`config.mk`:
```
export PLATFORM = sky130hd
export DESIGN_NAME = nsw_link
export DESIGN_NICKNAME = d
export VERILOG_FILES = /design/src/rtl/nsw_pkg.sv /design/src/rtl/nsw_timing.sv /design/src/rtl/nsw_ser.sv /design/src/rtl/nsw_deser.sv /design/src/rtl/nsw_link.sv
export SDC_FILE = /design/constraint.sdc
export NUM_CORES = 1
export LEC_CHECK = 0
export CORE_MARGIN = 2
export CORE_UTILIZATION = 55
export CTS_CLUSTER_SIZE = 8
export DETAILED_ROUTE_END_ITERATION = 6
export DONT_BUFFER_PORTS = 1
export GPL_TIMING_DRIVEN = 0
export PLACE_DENSITY = 0.7
export SYNTH_ARGS = -nofsm -noshare
export SYNTH_HDL_FRONTEND = slang
export SYNTH_SLANG_ARGS = --single-unit
```
`constraint.sdc`:
```
create_clock -name clk_i -period 2.2 [get_ports clk_i]
set_input_delay 0.44 -clock clk_i [delete_from_list [all_inputs] [get_ports clk_i]]
set_output_delay 0.44 -clock clk_i [all_outputs]
set_load 0.005 [all_outputs]
```
`src/rtl/nsw_pkg.sv`:
```
package nsw_pkg;
  // per-cycle timing events for the edge that follows
  typedef struct packed {
    logic load;    // N0 begins: load receive word
    logic launch;  // nibble clock rises: advance receive lane
    logic capt;    // nibble clock falls: capture incoming nibbles
    logic last;    // capture of N3
  } nsw_tick_t;
endpackage

```
`src/rtl/nsw_timing.sv`:
```
module nsw_timing
  import nsw_pkg::*;
#(
  parameter int DIV_LOG2 = 2,
  parameter int NIB_LOG2 = 2
) (
  input  logic      clk_i,
  input  logic      rst_ni,
  output nsw_tick_t tick_o,
  output logic      nclk_o,
  output logic      frame_no,
  output logic      ready_o,
  output logic      done_o
);
  localparam int CW = DIV_LOG2 + NIB_LOG2;
  localparam logic [DIV_LOG2-1:0] HALF = DIV_LOG2'(1) << (DIV_LOG2 - 1);

  logic [CW-1:0]       cnt_q, cnt_d;
  logic [DIV_LOG2-1:0] ph_d;
  logic [NIB_LOG2-1:0] nib_d;
  logic                nclk_q, frame_q, done_q;

  assign cnt_d = cnt_q + CW'(1);
  assign ph_d  = cnt_d[DIV_LOG2-1:0];
  assign nib_d = cnt_d[CW-1:DIV_LOG2];

  always_comb begin
    tick_o.load   = (cnt_d == '0);
    tick_o.launch = (ph_d == '0);
    tick_o.capt   = (ph_d == HALF);
    tick_o.last   = (ph_d == HALF) && (nib_d == '1);
  end

  // counter parks on the last slot in reset so the first edge opens N0
  always_ff @(posedge clk_i or negedge rst_ni) begin
    if (!rst_ni) begin
      cnt_q   <= '1;
      nclk_q  <= 1'b0;
      frame_q <= 1'b1;
      done_q  <= 1'b0;
    end else begin
      cnt_q   <= cnt_d;
      nclk_q  <= ~ph_d[DIV_LOG2-1];
      frame_q <= (nib_d != '0);
      done_q  <= tick_o.last;
    end
  end

  assign nclk_o   = nclk_q;
  assign frame_no = frame_q;
  assign ready_o  = (cnt_q == '1);
  assign done_o   = done_q;
endmodule

```
`src/rtl/nsw_ser.sv`:
```
module nsw_ser #(
  parameter int WORD_W = 16,
  parameter int NIB_W  = 4
) (
  input  logic              clk_i,
  input  logic              rst_ni,
  input  logic              load_i,
  input  logic              launch_i,
  input  logic              valid_i,
  input  logic [WORD_W-1:0] data_i,
  output logic [NIB_W-1:0]  lane_o
);
  logic [WORD_W-1:0] sh_q;

  always_ff @(posedge clk_i or negedge rst_ni) begin
    if (!rst_ni)       sh_q <= '0;
    else if (load_i)   sh_q <= valid_i ? data_i : '0;
    else if (launch_i) sh_q <= sh_q >> NIB_W;
  end

  assign lane_o = sh_q[NIB_W-1:0];
endmodule

```
`src/rtl/nsw_deser.sv`:
```
module nsw_deser #(
  parameter int WORD_W = 16,
  parameter int NIB_W  = 4
) (
  input  logic              clk_i,
  input  logic              rst_ni,
  input  logic              capt_i,
  input  logic              last_i,
  input  logic [NIB_W-1:0]  lane_i,
  output logic [WORD_W-1:0] word_o
);
  logic [WORD_W-1:0] acc_q, word_q, acc_d;

  // newest nibble enters at the top, so N0 ends in the low bits
  assign acc_d = {lane_i, acc_q[WORD_W-1:NIB_W]};

  always_ff @(posedge clk_i or negedge rst_ni) begin
    if (!rst_ni) begin
      acc_q  <= '0;
      word_q <= '0;
    end else begin
      if (capt_i) acc_q  <= acc_d;
      if (last_i) word_q <= acc_d;
    end
  end

  assign word_o = word_q;
endmodule

```
`src/rtl/nsw_link.sv`:
```
module nsw_link
  import nsw_pkg::*;
#(
  parameter int WORD_W   = 16,
  parameter int NIB_W    = 4,
  parameter int DIV_LOG2 = 2
) (
  input  logic              clk_i,
  input  logic              rst_ni,
  input  logic [WORD_W-1:0] rx_data_i,
  input  logic              rx_valid_i,
  output logic              rx_ready_o,
  output logic [WORD_W-1:0] tx_data_o,
  output logic [WORD_W-1:0] txe_data_o,
  output logic              tx_valid_o,
  output logic              nib_clk_o,
  output logic              frame_no,
  output logic [NIB_W-1:0]  rxd_o,
  input  logic [NIB_W-1:0]  txd_i,
  input  logic [NIB_W-1:0]  txe_i
);
  localparam int NIBBLES  = WORD_W / NIB_W;
  localparam int NIB_LOG2 = $clog2(NIBBLES);
  localparam int IN_LANES = 2;

  nsw_tick_t tick;
  logic      nclk;

  nsw_timing #(.DIV_LOG2(DIV_LOG2), .NIB_LOG2(NIB_LOG2)) u_timing (
    .clk_i   (clk_i),
    .rst_ni  (rst_ni),
    .tick_o  (tick),
    .nclk_o  (nclk),
    .frame_no(frame_no),
    .ready_o (rx_ready_o),
    .done_o  (tx_valid_o)
  );

  // clock stays available to the far side while in reset
  assign nib_clk_o = rst_ni ? nclk : clk_i;

  nsw_ser #(.WORD_W(WORD_W), .NIB_W(NIB_W)) u_ser (
    .clk_i   (clk_i),
    .rst_ni  (rst_ni),
    .load_i  (tick.load),
    .launch_i(tick.launch),
    .valid_i (rx_valid_i),
    .data_i  (rx_data_i),
    .lane_o  (rxd_o)
  );

  logic [IN_LANES-1:0][NIB_W-1:0]  lane_in;
  logic [IN_LANES-1:0][WORD_W-1:0] lane_word;

  assign lane_in = {txe_i, txd_i};

  for (genvar g = 0; g < IN_LANES; g++) begin : g_in
    nsw_deser #(.WORD_W(WORD_W), .NIB_W(NIB_W)) u_deser (
      .clk_i (clk_i),
      .rst_ni(rst_ni),
      .capt_i(tick.capt),
      .last_i(tick.last),
      .lane_i(lane_in[g]),
      .word_o(lane_word[g])
    );
  end

  assign tx_data_o  = lane_word[0];
  assign txe_data_o = lane_word[1];
endmodule

```
==> impl_metrics.tcl <==
set metrics [dict create \
    grt_pass1_wl_mm 9.60 \
    stdcell_area_mm2 0.00375 \
    fin_skew_ns 0.0142 \
    multiInputGateArea_mm2 0.00120 \
    synth-main-ff-cell "dfrtp_1" \
    postSynthRegisterBits 79 \
    fmax_mhz 485 \
    cp-end-kind "output port" \
    maxCapViolCount 0 \
    avgSynthCellArea_um2 14.1 \
    post_cts_resize_count 0 \
    seqCellArea_mm2 0.00198 \
    drt-pass1-iter-count 4 \
    synth_edf_count 0 \
    final_util_pct 63.7 \
    core_area_mm2 0.00589 \
    period_share_pct 93.7 \
    tightest_slew_ns 0.587 \
    area_growth_pct 12.0 \
    initial_core_util_pct 56.8 \
    cp-start-kind "flop" \
    final.setup.worst_slack_ns 0.138 \
    dieArea_mm2 0.00672 \
    gp_congestion 0.789 \
    syn_nets 268 \
    path_cells "ha_1 > buf_2 > and3_2" \
    synth_area_mm2 0.00334 \
    fin_hold_ws_ns 0.112 \
    nets 284 \
    setup-tns-final_ns 0 \
    outcome "finished clean" \
    total_power_mw 3.06 \
    slowest_delay_ns 0.60 \
    fin_cells 334 \
    grt_max_degree 80 \
    route.vias.total 1871 \
    yosys_warnings 0 \
    drive_gt1_share_pct 38.6 \
    slew_headroom_pct 60.9 \
    port_buffers 0 \
    report.final.hold_viol_count 0 \
    leakagePower_nw 1.71 \
    dp_cells 313 \
    async_reset_ff_share_pct 100 \
    seq_area_frac_synth_pct 59.3 \
    p_per_area_mw_per_mm2 817 \
    place_area_mm2 0.00344 \
    grt_usage_pct 19.7 \
    layout_common_cells "74 x dfrtp_1, 29 x mux2_4, 28 x mux2_2" \
    nFillCells 459 \
    drt-vias-per-instance 5.60 \
    place_ws_ns 0.201 \
    path_class "flop to output port" \
    setup_viol 0 \
    critPathMaxFanout 10 \
    clkTransAtPathRegs_ns 0.09 \
    dp_hpwl_mm 3.97 \
    grt_remaining_overflow 0 \
    fp.dieW_um 82.0 \
    dr.first_iter.drc_count 73 \
    drv_slew 0 \
    wl_per_cell_um 18.2 \
    worstSkewPairLatency_ns 0.45 \
    cp.required_ns 1.76 \
    synth_cells 238 \
    mostFrequentLayoutCell "dfrtp_1" \
    cts_tree "done" \
    rows 28 \
    peakVddDrop_v 0.000452 \
    ios 67 \
    period_needed_ns 2.06 \
    crit_slowest_cell "dfstp_2" \
    ant_nets 0 \
    antenna_found_initial 0 \
    grt_pass1_vias 1924 \
    min_path_type "input pin to flop" \
    die_y_um 82.0 \
    cp_data_arrival_time_ns 1.62 \
    drc 0 \
    rsz0062_at_grt "no" \
    ys_types 31 \
    routed_wirelength_mm 6.08 \
    antennaDiodeCount 0 \
]
## routing by layer
layer	wire [um]	GRT usage, %
met1	2790	26.6
met2	2750	28.5
met3	396	5.49
met4	151	11.3
met5	0	0
## area by class of cell
| cell class | instances | share of cell area [%] |
|---|---|---|
| flip-flops and latches | 79 | 52.9 |
| multi-input cells | 130 | 32.0 |
| clock buffers | 12 | 4.41 |
| plain buffers | 19 | 3.37 |
| clock inverters | 7 | 2.84 |
| well taps | 75 | 2.50 |
| repair buffers | 2 | 1.00 |
| inverters | 10 | 1.00 |
## critical path, delay by kind of cell, from the launching register on
family                   cells  cell delay, ns
adder cells (fa/ha/maj)      1            0.17
buffers and inverters        1            0.19
flip-flops                   1            0.60
AND/OR/NAND/NOR              1            0.22
## cell usage after synthesis (2+ instances only)
cell type | instances | area, um2
a31oi_1 | 12 | 75.1
buf_1 | 2 | 7.51
buf_2 | 2 | 10.0
buf_4 | 4 | 30.0
buf_6 | 5 | 56.3
clkbuf_1 | 6 | 22.5
dfrtp_1 | 74 | 1850
dfstp_2 | 5 | 131
ha_1 | 3 | 37.5
inv_1 | 9 | 33.8
mux2_2 | 28 | 315
mux2_4 | 29 | 435
nand2_1 | 4 | 15.0
nand3_1 | 2 | 10.0
nand4_1 | 12 | 75.1
nor2_1 | 12 | 45.0
o21ai_0 | 12 | 60.1
o22ai_1 | 4 | 25.0
## sequential cells by signal, indices dropped and copies added (netlist names)
register,cells
u_timing.frame_no,1
u_timing.cnt_q,4
u_timing.nclk_o,1
u_ser.sh_q,16
u_timing.done_o,1
g_in.u_deser.acc_q,24
g_in.u_deser.word_o,32
## where the power goes
group	leakage [nW]	internal [mW]	switching [mW]	total (mW)
Clock	0.140	0.778	0.587	1.36
Combinational	0.637	0.0745	0.0555	0.130
Sequential	0.934	1.52	0.0485	1.57
## cells by family after synthesis
group                      after synthesis  share of synthesized area, %
DFF                                     79                          59.3
muxes                                   57                          22.4
and+or+nand+nor                         36                          5.61
AOI/OAI and AO/OA                       32                          6.10
buffers and inverters                   29                          4.90
adders and majority gates                3                          1.12
xor gates and xnor gates                 2                         0.524
## final timing paths
check / start / depth (start not counted) / endpoint / slack, ns
setup / recovery: u_timing.cnt_q[0] / 3 / rx_ready_o / 0.14
hold / removal: rx_data_i[13] / 2 / u_ser.sh_q[13] / 0.11
setup reg to reg: u_timing.cnt_q[0] / 7 / u_ser.sh_q[2] / 0.20
hold reg to reg: u_timing.cnt_q[0] / 1 / u_timing.cnt_q[0] / 0.50
max in group asynchronous: rst_ni / 2 / u_timing.cnt_q[0] / 1.32
min in group asynchronous: rst_ni / 2 / g_in[0].u_deser.word_o[1] / 0.54
## what timing repair did
item                                   4_1_cts  5_1_grt
setup buffers                                0        0
endpoints found under the hold margin       79        0
hold buffers                                 2        0
Power figures use the tool's default switching activity.
